===== src/rtl/mpf_pkg.sv =====
package mpf_pkg;
  typedef enum logic [1:0] {
    MODE_SHIFT    = 2'd0,
    MODE_8BIT     = 2'd1,
    MODE_9BIT_FIX = 2'd2,
    MODE_9BIT_VAR = 2'd3
  } mpf_mode_e;

  function automatic logic is_nine_bit(input logic [1:0] m);
    return (mpf_mode_e'(m) == MODE_9BIT_FIX) || (mpf_mode_e'(m) == MODE_9BIT_VAR);
  endfunction
endpackage


===== src/rtl/mpf_addr_match.sv =====
module mpf_addr_match #(
  parameter int DATA_W = 8
) (
  input  logic [DATA_W-1:0] rx_byte,
  input  logic [DATA_W-1:0] own_addr,
  output logic              hit
);
  logic [DATA_W-1:0] diff;

  genvar gi;
  generate
    for (gi = 0; gi < DATA_W; gi++) begin : g_bit
      assign diff[gi] = rx_byte[gi] ^ own_addr[gi];
    end
  endgenerate

  assign hit = ~|diff;
endmodule


===== src/rtl/mpf_accept.sv =====
module mpf_accept
  import mpf_pkg::*;
(
  input  logic [1:0] mode,
  input  logic       wait_addr,
  input  logic       enable,
  input  logic       busy,
  input  logic       strobe,
  input  logic       bit9,
  input  logic       addr_hit,
  output logic       take
);
  logic nine;
  logic filter_ok;

  always_comb begin
    nine = is_nine_bit(mode);
    if (!nine || !wait_addr) filter_ok = 1'b1;
    else                     filter_ok = bit9 & addr_hit;
    take = strobe & enable & ~busy & filter_ok;
  end
endmodule


===== src/rtl/mpf_rx_hold.sv =====
module mpf_rx_hold #(
  parameter int DATA_W = 8
) (
  input  logic              clk,
  input  logic              rst,
  input  logic              take,
  input  logic              clr,
  input  logic [DATA_W-1:0] in_byte,
  input  logic              in_bit9,
  output logic              flag,
  output logic [DATA_W-1:0] byte_q,
  output logic              bit9_q
);
  always_ff @(posedge clk) begin
    if (rst) begin
      flag   <= 1'b0;
      byte_q <= '0;
      bit9_q <= 1'b0;
    end else begin
      if (take) begin
        flag   <= 1'b1;
        byte_q <= in_byte;
        bit9_q <= in_bit9;
      end else if (clr) begin
        flag   <= 1'b0;
      end
    end
  end

  // no take, registers hold
  a_r6_hold_on_reject: assert property (@(posedge clk) disable iff (rst)
    !take |=> $stable(byte_q) && $stable(bit9_q));
  // flag sticky without clear
  a_r7_flag_sticky: assert property (@(posedge clk) disable iff (rst)
    flag && !clr |=> flag);
  // latched values appear the next cycle
  a_r10_latch_next: assert property (@(posedge clk) disable iff (rst)
    take |=> flag && byte_q == $past(in_byte) && bit9_q == $past(in_bit9));
endmodule


===== src/rtl/mp_addr_filter.sv =====
module mp_addr_filter
  import mpf_pkg::*;
#(
  parameter int DATA_W = 8
) (
  input  logic              clk,
  input  logic              rst,
  input  logic [1:0]        mode_sel,
  input  logic              addr_wait_en,
  input  logic              rx_enable,
  input  logic [DATA_W-1:0] node_addr,
  input  logic              frame_valid,
  input  logic [DATA_W-1:0] frame_data,
  input  logic              frame_bit9,
  input  logic              flag_clr,
  output logic              rx_flag,
  output logic [DATA_W-1:0] rx_data,
  output logic              rx_bit9
);
  logic addr_hit;
  logic take;

  mpf_addr_match #(.DATA_W(DATA_W)) u_match (
    .rx_byte (frame_data),
    .own_addr(node_addr),
    .hit     (addr_hit)
  );

  mpf_accept u_accept (
    .mode     (mode_sel),
    .wait_addr(addr_wait_en),
    .enable   (rx_enable),
    .busy     (rx_flag),
    .strobe   (frame_valid),
    .bit9     (frame_bit9),
    .addr_hit (addr_hit),
    .take     (take)
  );

  mpf_rx_hold #(.DATA_W(DATA_W)) u_hold (
    .clk    (clk),
    .rst    (rst),
    .take   (take),
    .clr    (flag_clr),
    .in_byte(frame_data),
    .in_bit9(frame_bit9),
    .flag   (rx_flag),
    .byte_q (rx_data),
    .bit9_q (rx_bit9)
  );

  // disabled receiver never raises the flag
  a_r5_no_rx_disabled: assert property (@(posedge clk) disable iff (rst)
    !rx_enable && !rx_flag |=> !rx_flag);
  // data frame blocked while waiting for address
  a_r3_data_blocked: assert property (@(posedge clk) disable iff (rst)
    is_nine_bit(mode_sel) && addr_wait_en && frame_valid && !frame_bit9 && !rx_flag |=> !rx_flag);
  // own address accepted
  a_r2_own_addr: assert property (@(posedge clk) disable iff (rst)
    is_nine_bit(mode_sel) && addr_wait_en && rx_enable && frame_valid && frame_bit9 &&
    frame_data == node_addr && !rx_flag |=> rx_flag && rx_bit9 && rx_data == $past(node_addr));
  // frame while flag set is dropped
  a_r8_drop_when_full: assert property (@(posedge clk) disable iff (rst)
    rx_flag && frame_valid |=> $stable(rx_data) && $stable(rx_bit9));
  // clear without frame empties the flag
  a_r7_clear: assert property (@(posedge clk) disable iff (rst)
    flag_clr && !frame_valid |=> !rx_flag);
endmodule


===== config.mk =====
export PLATFORM = sky130hd
export DESIGN_NAME = mp_addr_filter
export DESIGN_NICKNAME = d
export VERILOG_FILES = /design/src/rtl/mpf_pkg.sv /design/src/rtl/mpf_addr_match.sv /design/src/rtl/mpf_accept.sv /design/src/rtl/mpf_rx_hold.sv /design/src/rtl/mp_addr_filter.sv
export SDC_FILE = /design/constraint.sdc
export NUM_CORES = 1
export LEC_CHECK = 0
export BUFFER_PORTS_ARGS = -buffer_cell sky130_fd_sc_hd__buf_2
export CORE_MARGIN = 3
export CORE_UTILIZATION = 45
export CTS_BUF_LIST = sky130_fd_sc_hd__clkbuf_16
export DETAILED_ROUTE_END_ITERATION = 16
export PLACE_DENSITY = 0.76
export SETUP_SLACK_MARGIN = 0.3
export SLEW_MARGIN = 20
export SYNTH_ARGS = -nofsm -noshare
export SYNTH_HDL_FRONTEND = slang
export SYNTH_SLANG_ARGS = --single-unit

===== constraint.sdc =====
create_clock -name clk -period 1.66 [get_ports clk]
set_input_delay 0.332 -clock clk [delete_from_list [all_inputs] [get_ports clk]]
set_output_delay 0.332 -clock clk [all_outputs]
set_load 0.005 [all_outputs]

* After elaboration in Yosys (flattened, before gate mapping) *
Cells that the tools add are included.

operators by class
  add/subtract/negate cells = 0
  $mul = 0
  divide/modulo/power cells = 0
  $lt $le $gt $ge = 0
  eq/ne operators = 2
  shifts and indexed selects = 0
  mux-type cells = 3
  bitwise gates (word level) = 13
  reductions and logical operators = 7

operators by type and width
  cell                  count
  $reduce_or A8 Y1      1
  $xor A1 B1 Y1         8
  $and A1 B1 Y1         4
  $eq A2 B2 Y1 const B  2
  $logic_not A1 Y1      3
  $mux W1               3
  $logic_or A1 B1 Y1    2
  $reduce_bool A2 Y1    1
  $not A1 Y1            1

word-level totals
  flip-flop bits (word level) = 10
  bits in latches = 0
  RAM bits = 0
  memory bits (read-only) = 0
  input port bits = 25
  output and inout bits = 10
  memories kept = 0

* Logic depth before layout (Yosys ltp) *
Gate-level depths: netlist of the first run.

  depth after elaboration = 7
  mapped depth = 5

* Cells and area by module *
From an unflattened synthesis of the first run, not the netlist that was laid out.

second synthesis, totals
  cells, all modules = 47
  area total of the unflattened synthesis = 464.2 um^2

modules (own cells, without submodules)
  module          times used  cells each  area each (um^2)
  mpf_rx_hold     1           33          355.3
  mpf_addr_match  1           11          86.3
  mpf_accept      1           3           22.5

* Worst setup path after synthesis of the first run *
No wires, ideal clock.

  path kind = input to register
  start point = input port frame_data[3]
  end point = register u_hold.bit9_q
  arrival = 1.365 ns
  required time = 1.537 ns
  setup slack = 0.172 ns
  stages = 5
  buffers on the path = 1
  path through = xor2_1 or4_4 buf_6 o21ai_1 nand3_1

on the way
  word-level cells in the longest chain between the ends = 6

RTL lines
  what                  line                  RTL
  start, declared       mp_addr_filter.sv:13  input logic [DATA_W-1:0] frame_data,
  $xor A1 B1 Y1         mpf_addr_match.sv:13  assign diff[gi] = rx_byte[gi] ^ own_addr[gi];
  $reduce_or A8 Y1      mpf_addr_match.sv:17  assign hit = ~|diff;
  $logic_not A1 Y1      mpf_addr_match.sv:17
  $and A1 B1 Y1         mpf_accept.sv:19      else filter_ok = bit9 & addr_hit;
  $mux W1               mpf_accept.sv:18      if (!nine || !wait_addr) filter_ok = 1'b1;
  $and A1 B1 Y1         mpf_accept.sv:20      take = strobe & enable & ~busy & filter_ok;
  end signal, assigned  mpf_rx_hold.sv:23     bit9_q <= in_bit9;
  end, declared         mpf_rx_hold.sv:12     output logic bit9_q

No other way between the ends.
A chain may end at the register's enable or synchronous reset.

* Worst setup path after layout of the first run *
  start point = input port node_addr[2]
  end point = register u_hold.byte_q[7]

on the way
  word-level cells in the longest chain between the ends = 6

RTL lines
  what                  line                  RTL
  start, declared       mp_addr_filter.sv:11  input logic [DATA_W-1:0] node_addr,
  $xor A1 B1 Y1         mpf_addr_match.sv:13
  $reduce_or A8 Y1      mpf_addr_match.sv:17
  $logic_not A1 Y1      mpf_addr_match.sv:17
  $and A1 B1 Y1         mpf_accept.sv:19
  $mux W1               mpf_accept.sv:18
  $and A1 B1 Y1         mpf_accept.sv:20
  end signal, assigned  mpf_rx_hold.sv:22     byte_q <= in_byte;
  end, declared         mpf_rx_hold.sv:11     output logic [DATA_W-1:0] byte_q,

No other way between the ends.

==> results.toml, run 1 <==
[synth]
syn_inst = 100
synth_area_leader_cell = "dfxtp_1"
synthArstFlopShare = 0
ys_seq_area_frac = 0.2597
synth_cell_types = 21
syn_area_um2 = 770.7
synth_mux_area_frac = 0
synth_flop_cell = "dfxtp_1"
synthSimpleGateAreaFrac = 0.3847
synthAdderAreaFrac = 0
synth_compound_area_frac = 0.2192
synth_seq_cells = 10
synth.area.top_cells = "dfxtp_1 (26%), a22oi_1 (8.8%), nand2b_1 (8.1%), nand4_1 (8.1%), nor2b_1 (7.3%)"
synth_edf_count = 0
synth_common_cells = "a21oi_1 (10), dfxtp_1 (10), nand2b_1 (10), nand4_1 (10)"
synth_xor_area_frac = 0.09091
post-synth-top-area-fraction = 0.2597
yosys_warnings = 0
syn_nets = 125
avgSynthCellArea_um2 = 7.707
synth_top_family_by_area = "simple AND/OR/NAND/NOR gates"

[drt]
vias = 941
drt.antenna.violating_nets = 0
viasPerCell = 6.191
drc = 0
firstDrtPassIters = 4
wire_per_inst_um = 15.72
drt_iter0_drc = 19
wl_mm = 2.390

[critical_path]
critPathBufInv = 1
crit_chain = "buf_8 > xor2_4 > or4_4 > o21ai_1 > nand3_1"
startpoint_type = "input port"
worstRegToRegCells = 5
worstPathArrival_ns = 1.47
cp_max_fo = 4
cp_top_family = "simple AND/OR/NAND/NOR gates"
worst-setup-path-type = "input port to register"
cpMaxStageDelayCell = "or4_4"
crit_cells = 5
cp_slowest_stage_delay_ns = 0.58
cp_data_required_time_ns = 1.77
end_kind = "register"

[cts]
ctsHoldBuffers = 0
cts_buffers = 3
cts.sinks = 10
clk_path_buf_depth = 2
worstSkewPairLatency_ns = 0.24
path_clk_slew_ns = 0.04
cts-root-buf = "clkbuf_16"
cts_tree = "done"
htreeDepth = 1

[floorplanning]
die_w_um = 47.39
die_h_um = 47.39
initial_core_util = 0.4944
dieArea_um2 = 2245
core_area_um2 = 1559
ios = 35
num_rows = 14

[finish]
final_nets = 162
drive_gt1_frac = 0.3897
antenna_cells = 0
stdcell_count = 152
fin_util = 0.7239
syn2layout_area_growth_pct = 46.43
fillers = 139

[sta]
fmax_mhz = 734.6
setup_tns_ns = 0
setup_violations = 0
hold_viol_final = 0
rsz0062_at_grt = "yes"
period_minus_slack_ns = 1.361
finalCritPeriodShare = 0.8201
finClkSkew_ns = 0.002008
slew_viol_final = 0
max_slew.worst_pin.slew_ns = 0.4614
slew-limit-headroom = 0.6917

[placed_design]
io_buffer_count = 33
dp.cells = 145
place_congestion = 0.7760

[job]
cap_violations = 0

[min_path]
holdCritPathClass = "input port to register"
hold_depth = 3

[global_routing]
grt_pass1_vias = 763
antenna_found_initial = 0
grt_max_degree = 20
gr-total-overflow = 0
grt_pass1_wl_mm = 3.312
grt_use_total = 0.2038

[power]
ir_drop_mv = 0.4828
total_power_uw = 993.5
p_per_area_nw_per_um2 = 880.3
power.leakage_nw = 0.4771

[outcome]
outcome = "finished, final reports clean"
-- flip-flops by register name, indices dropped and copies added, names as in the netlist --
name,count
u_hold.flag,1
u_hold.byte_q,8
u_hold.bit9_q,1
-- tightest hold or removal path: stages --
cell and delay [ns]:
buf_2 0.07, nand2b_1 0.08, a21oi_1 0.06
-- where the power goes --
group | switching (mW) | total, mW | internal (mW) | leakage [nW]
Clock | 0.121 | 0.437 | 0.317 | 0.0385
Combinational | 0.139 | 0.264 | 0.124 | 0.356
Sequential | 0.0155 | 0.293 | 0.277 | 0.0825
-- final cells by class --
class / count / area [um2] / share of cell area
flip-flops and latches: 10 / 200.2 / 0.1774
repair buffers: 38 / 224.0 / 0.1984
clock inverters: 1 / 3.754 / 0.003326
well taps: 16 / 20.02 / 0.01774
clock buffers: 3 / 75.07 / 0.06652
multi-input cells: 84 / 605.6 / 0.5366
-- through the flow --
stage	cell area, um2	setup slack [ns]	hold WS [ns]
floorplan	789.5	0.2016	0.4745
global placement	962.2	0.04112	0.4733
detailed placement	962.2	0.03076	0.4810
CTS	1049	0.3043	0.3533
global route	1129	0.2681	0.3718
finish	1129	0.2986	0.3556
-- per-layer routing --
layer / GRT usage / vias up / wire length [um]
met5: 0 / - / 0
met4: 0.1050 / 0 / 40
met3: 0.02299 / 7 / 148
met2: 0.3422 / 49 / 1251
met1: 0.2523 / 439 / 949
li1: - / 446 / -
-- path summary, 6_finish.rpt --
check                from          endpoint  slack (ns)
min reg2reg   u_hold.flag       u_hold.flag        0.49
max          node_addr[2]  u_hold.byte_q[7]        0.30
max reg2reg   u_hold.flag  u_hold.byte_q[7]        0.36
min              flag_clr       u_hold.flag        0.36
-- timing repair --
action | in CTS | in global routing
cloned | 0 | 1
pin swaps | 1 | 6
resized for setup | 0 | 17
setup buffers | 1 | 1
endpoints found under the setup margin | 9 | 10
-- cells in the final DEF, fill, tap and decap left out --
cell       count
buf_2         29
nand2b_1      10
a21oi_1       10
nand4_1       10
dfxtp_1       10
nor2b_1        9
a22oi_1        9
nand3_1        9
buf_4          7
o21ai_2        5
xnor2_1        4
o21ai_1        4
clkbuf_16      3
xor2_1         2
xor2_4         2
or4_4          2
nand2_1        2
and2_1         2
and3b_2        1
nor4_4         1
and4_2         1
a31oi_1        1
clkinv_1       1
buf_8          1
buf_6          1
-- kinds of logic after synthesis --
group           Yosys count
simple gates             46
compound gates           29
flops                    10
xor+xnor                  8
buf+inv                   7
Power figures use the tool's default switching activity.
==> run 2, diff against run 1 <==
--- a/config.mk
+++ b/config.mk
@@ -7,10 +7,10 @@
 export LEC_CHECK = 0
 export BUFFER_PORTS_ARGS = -buffer_cell sky130_fd_sc_hd__buf_2
 export CORE_MARGIN = 3
-export CORE_UTILIZATION = 45
+export CORE_UTILIZATION = 41
 export CTS_BUF_LIST = sky130_fd_sc_hd__clkbuf_16
 export DETAILED_ROUTE_END_ITERATION = 16
-export PLACE_DENSITY = 0.76
+export PLACE_DENSITY = 0.73
 export SETUP_SLACK_MARGIN = 0.3
 export SLEW_MARGIN = 20
 export SYNTH_ARGS = -nofsm -noshare
==> constraint.sdc (replaced) <==
create_clock -name clk -period 1.13 [get_ports clk]
set_input_delay 0.226 -clock clk [delete_from_list [all_inputs] [get_ports clk]]
set_output_delay 0.226 -clock clk [all_outputs]
set_load 0.005 [all_outputs]
==> results.toml, run 2 (same netlist as run 1, synthesis figures left out) <==
[outcome]
outcome = "complete, but fails checks"
violations = "setup timing"

[finish]
top_regs = "u_hold.byte_q (8), u_hold.bit9_q (1), u_hold.flag (1)"
stdcell_count = 171
antenna_cells = 0
fin_util = 0.7470
mostFrequentLayoutCell = "buf_2"
final_nets = 173
fillers = 138
layout_common_cells = "buf_2 (26), buf_4 (11)"
drive_gt1_frac = 0.5479
largest_reg_flops = 8
syn2layout_area_growth_pct = 69.16
top_register = "u_hold.byte_q"

[global_routing]
gr-total-overflow = 0
grt_pass1_vias = 894
grt_use_total = 0.2078
grt_pass1_wl_mm = 3.981
grt_max_degree = 16
antenna_found_initial = 0

[floorplanning]
initial_core_util = 0.4416
num_rows = 15
ios = 35
core_area_um2 = 1745
die_h_um = 49.36
dieArea_um2 = 2436
die_w_um = 49.36

[critical_path]
worstRegToRegCells = 5
crit_chain = "and3b_2 > nand4_1 > buf_6 > a22oi_1 > nand3_1"
critPathBufInv = 1
rrSetupSlack_ns = -0.20
worstPathArrival_ns = 1.45
cp_max_fo = 9
worst-setup-path-type = "register to register"
cp_data_required_time_ns = 1.25
cpMaxStageDelayCell = "dfxtp_2"
cp_slowest_stage_delay_ns = 0.31
startpoint_type = "register"
reg2reg_from = "u_hold.flag"
end_kind = "register"
reg2reg_to = "u_hold.byte_q[0]"
cp_top_family = "simple AND/OR/NAND/NOR gates"

[sta]
rsz0062_at_grt = "yes"
finClkSkew_ns = 0.002406
finalCritPeriodShare = 1.177
setup_ws_ns = -0.2001
slew_viol_final = 0
setup_violations = 11
slew-limit-headroom = 0.6797
fmax_mhz = 751.8
period_minus_slack_ns = 1.330
hold_viol_final = 0
max_slew.worst_pin.slew_ns = 0.4788
whs_ns = 0.2317

[power]
total_power_mw = 1.556
power.leakage_nw = 0.5481
p_per_area_nw_per_um2 = 1193
ir_drop_mv = 0.7087

[cts]
worstSkewPairLatency_ns = 0.24
cts_buffers = 3
path_clk_slew_ns = 0.04
cts.sinks = 10
ctsHoldBuffers = 0
cts_tree = "done"
htreeDepth = 1
clk_path_buf_depth = 2
cts-root-buf = "clkbuf_16"

[placed_design]
io_buffer_count = 33
place_congestion = 0.7680
dp_hpwl_mm = 1.718
dp.cells = 165
post-place-ws_ns = -0.3780

[min_path]
worst_hold_path.endpoint = "u_hold.flag"
hold_depth = 3
worstHoldStart = "flag_clr"
holdCritPathClass = "input port to register"

[drt]
drc = 0
drt.antenna.violating_nets = 0
vias = 1003
viasPerCell = 5.865
wl_mm = 2.728
wire_per_inst_um = 15.95
drt_iter0_drc = 26
firstDrtPassIters = 4

[job]
cap_violations = 0
## run 2: tightest hold or removal path: stages
cell and delay, ns:
buf_2 0.07, nand2b_1 0.08, a21oi_1 0.05
## run 2: how the worst max path moves through the flow
stage                       start          endpoint  slack, ns  depth (start not counted)
floorplan           frame_data[2]     u_hold.bit9_q      -0.22                          5
global placement    frame_data[2]  u_hold.byte_q[2]      -0.36                          5
detailed placement  frame_data[2]  u_hold.byte_q[2]      -0.38                          5
CTS                   u_hold.flag  u_hold.byte_q[3]      -0.13                          5
global route          u_hold.flag  u_hold.byte_q[0]      -0.25                          5
finish                u_hold.flag  u_hold.byte_q[0]      -0.20                          5
## run 2: stage by stage
step / cell area [um2] / TNS, ns
final: 1304 / -1.421
after global placement: 1070 / -3.218
after CTS: 1175 / -1.124
after floorplan: 808.3 / -2.044
after detailed placement: 1070 / -3.397
after global routing: 1304 / -1.864
## run 2: what timing repair did
item,4_1_cts,5_1_grt
hold endpoints to repair,0,0
gates resized for setup,10,28
endpoints found under the setup margin,20,20
gates cloned,0,1
pin swaps,3,5
buffers inserted,1,1
## run 2: area by class of cell
class,count,area (um2),share of cell area
multi-input cells,84,624.3,0.4789
well taps,25,31.28,0.02399
flip-flops and latches,10,212.7,0.1631
clock buffers,3,75.07,0.05758
repair buffers,49,360.3,0.2764
## run 2: power by group
part	leakage [nW]	switching [mW]	internal [mW]
sequential	0.0861	0.0274	0.418
clock	0.0370	0.177	0.460
combinational	0.425	0.226	0.247
total	0.548	0.431	1.12
## run 2: routing by layer
metal	up-vias	track usage	wire (um)
met2	54	0.3795	1471
li1	470	-	-
met1	470	0.2366	995
met3	9	0.03058	209
met4	0	0.08531	52
met5	-	0	0
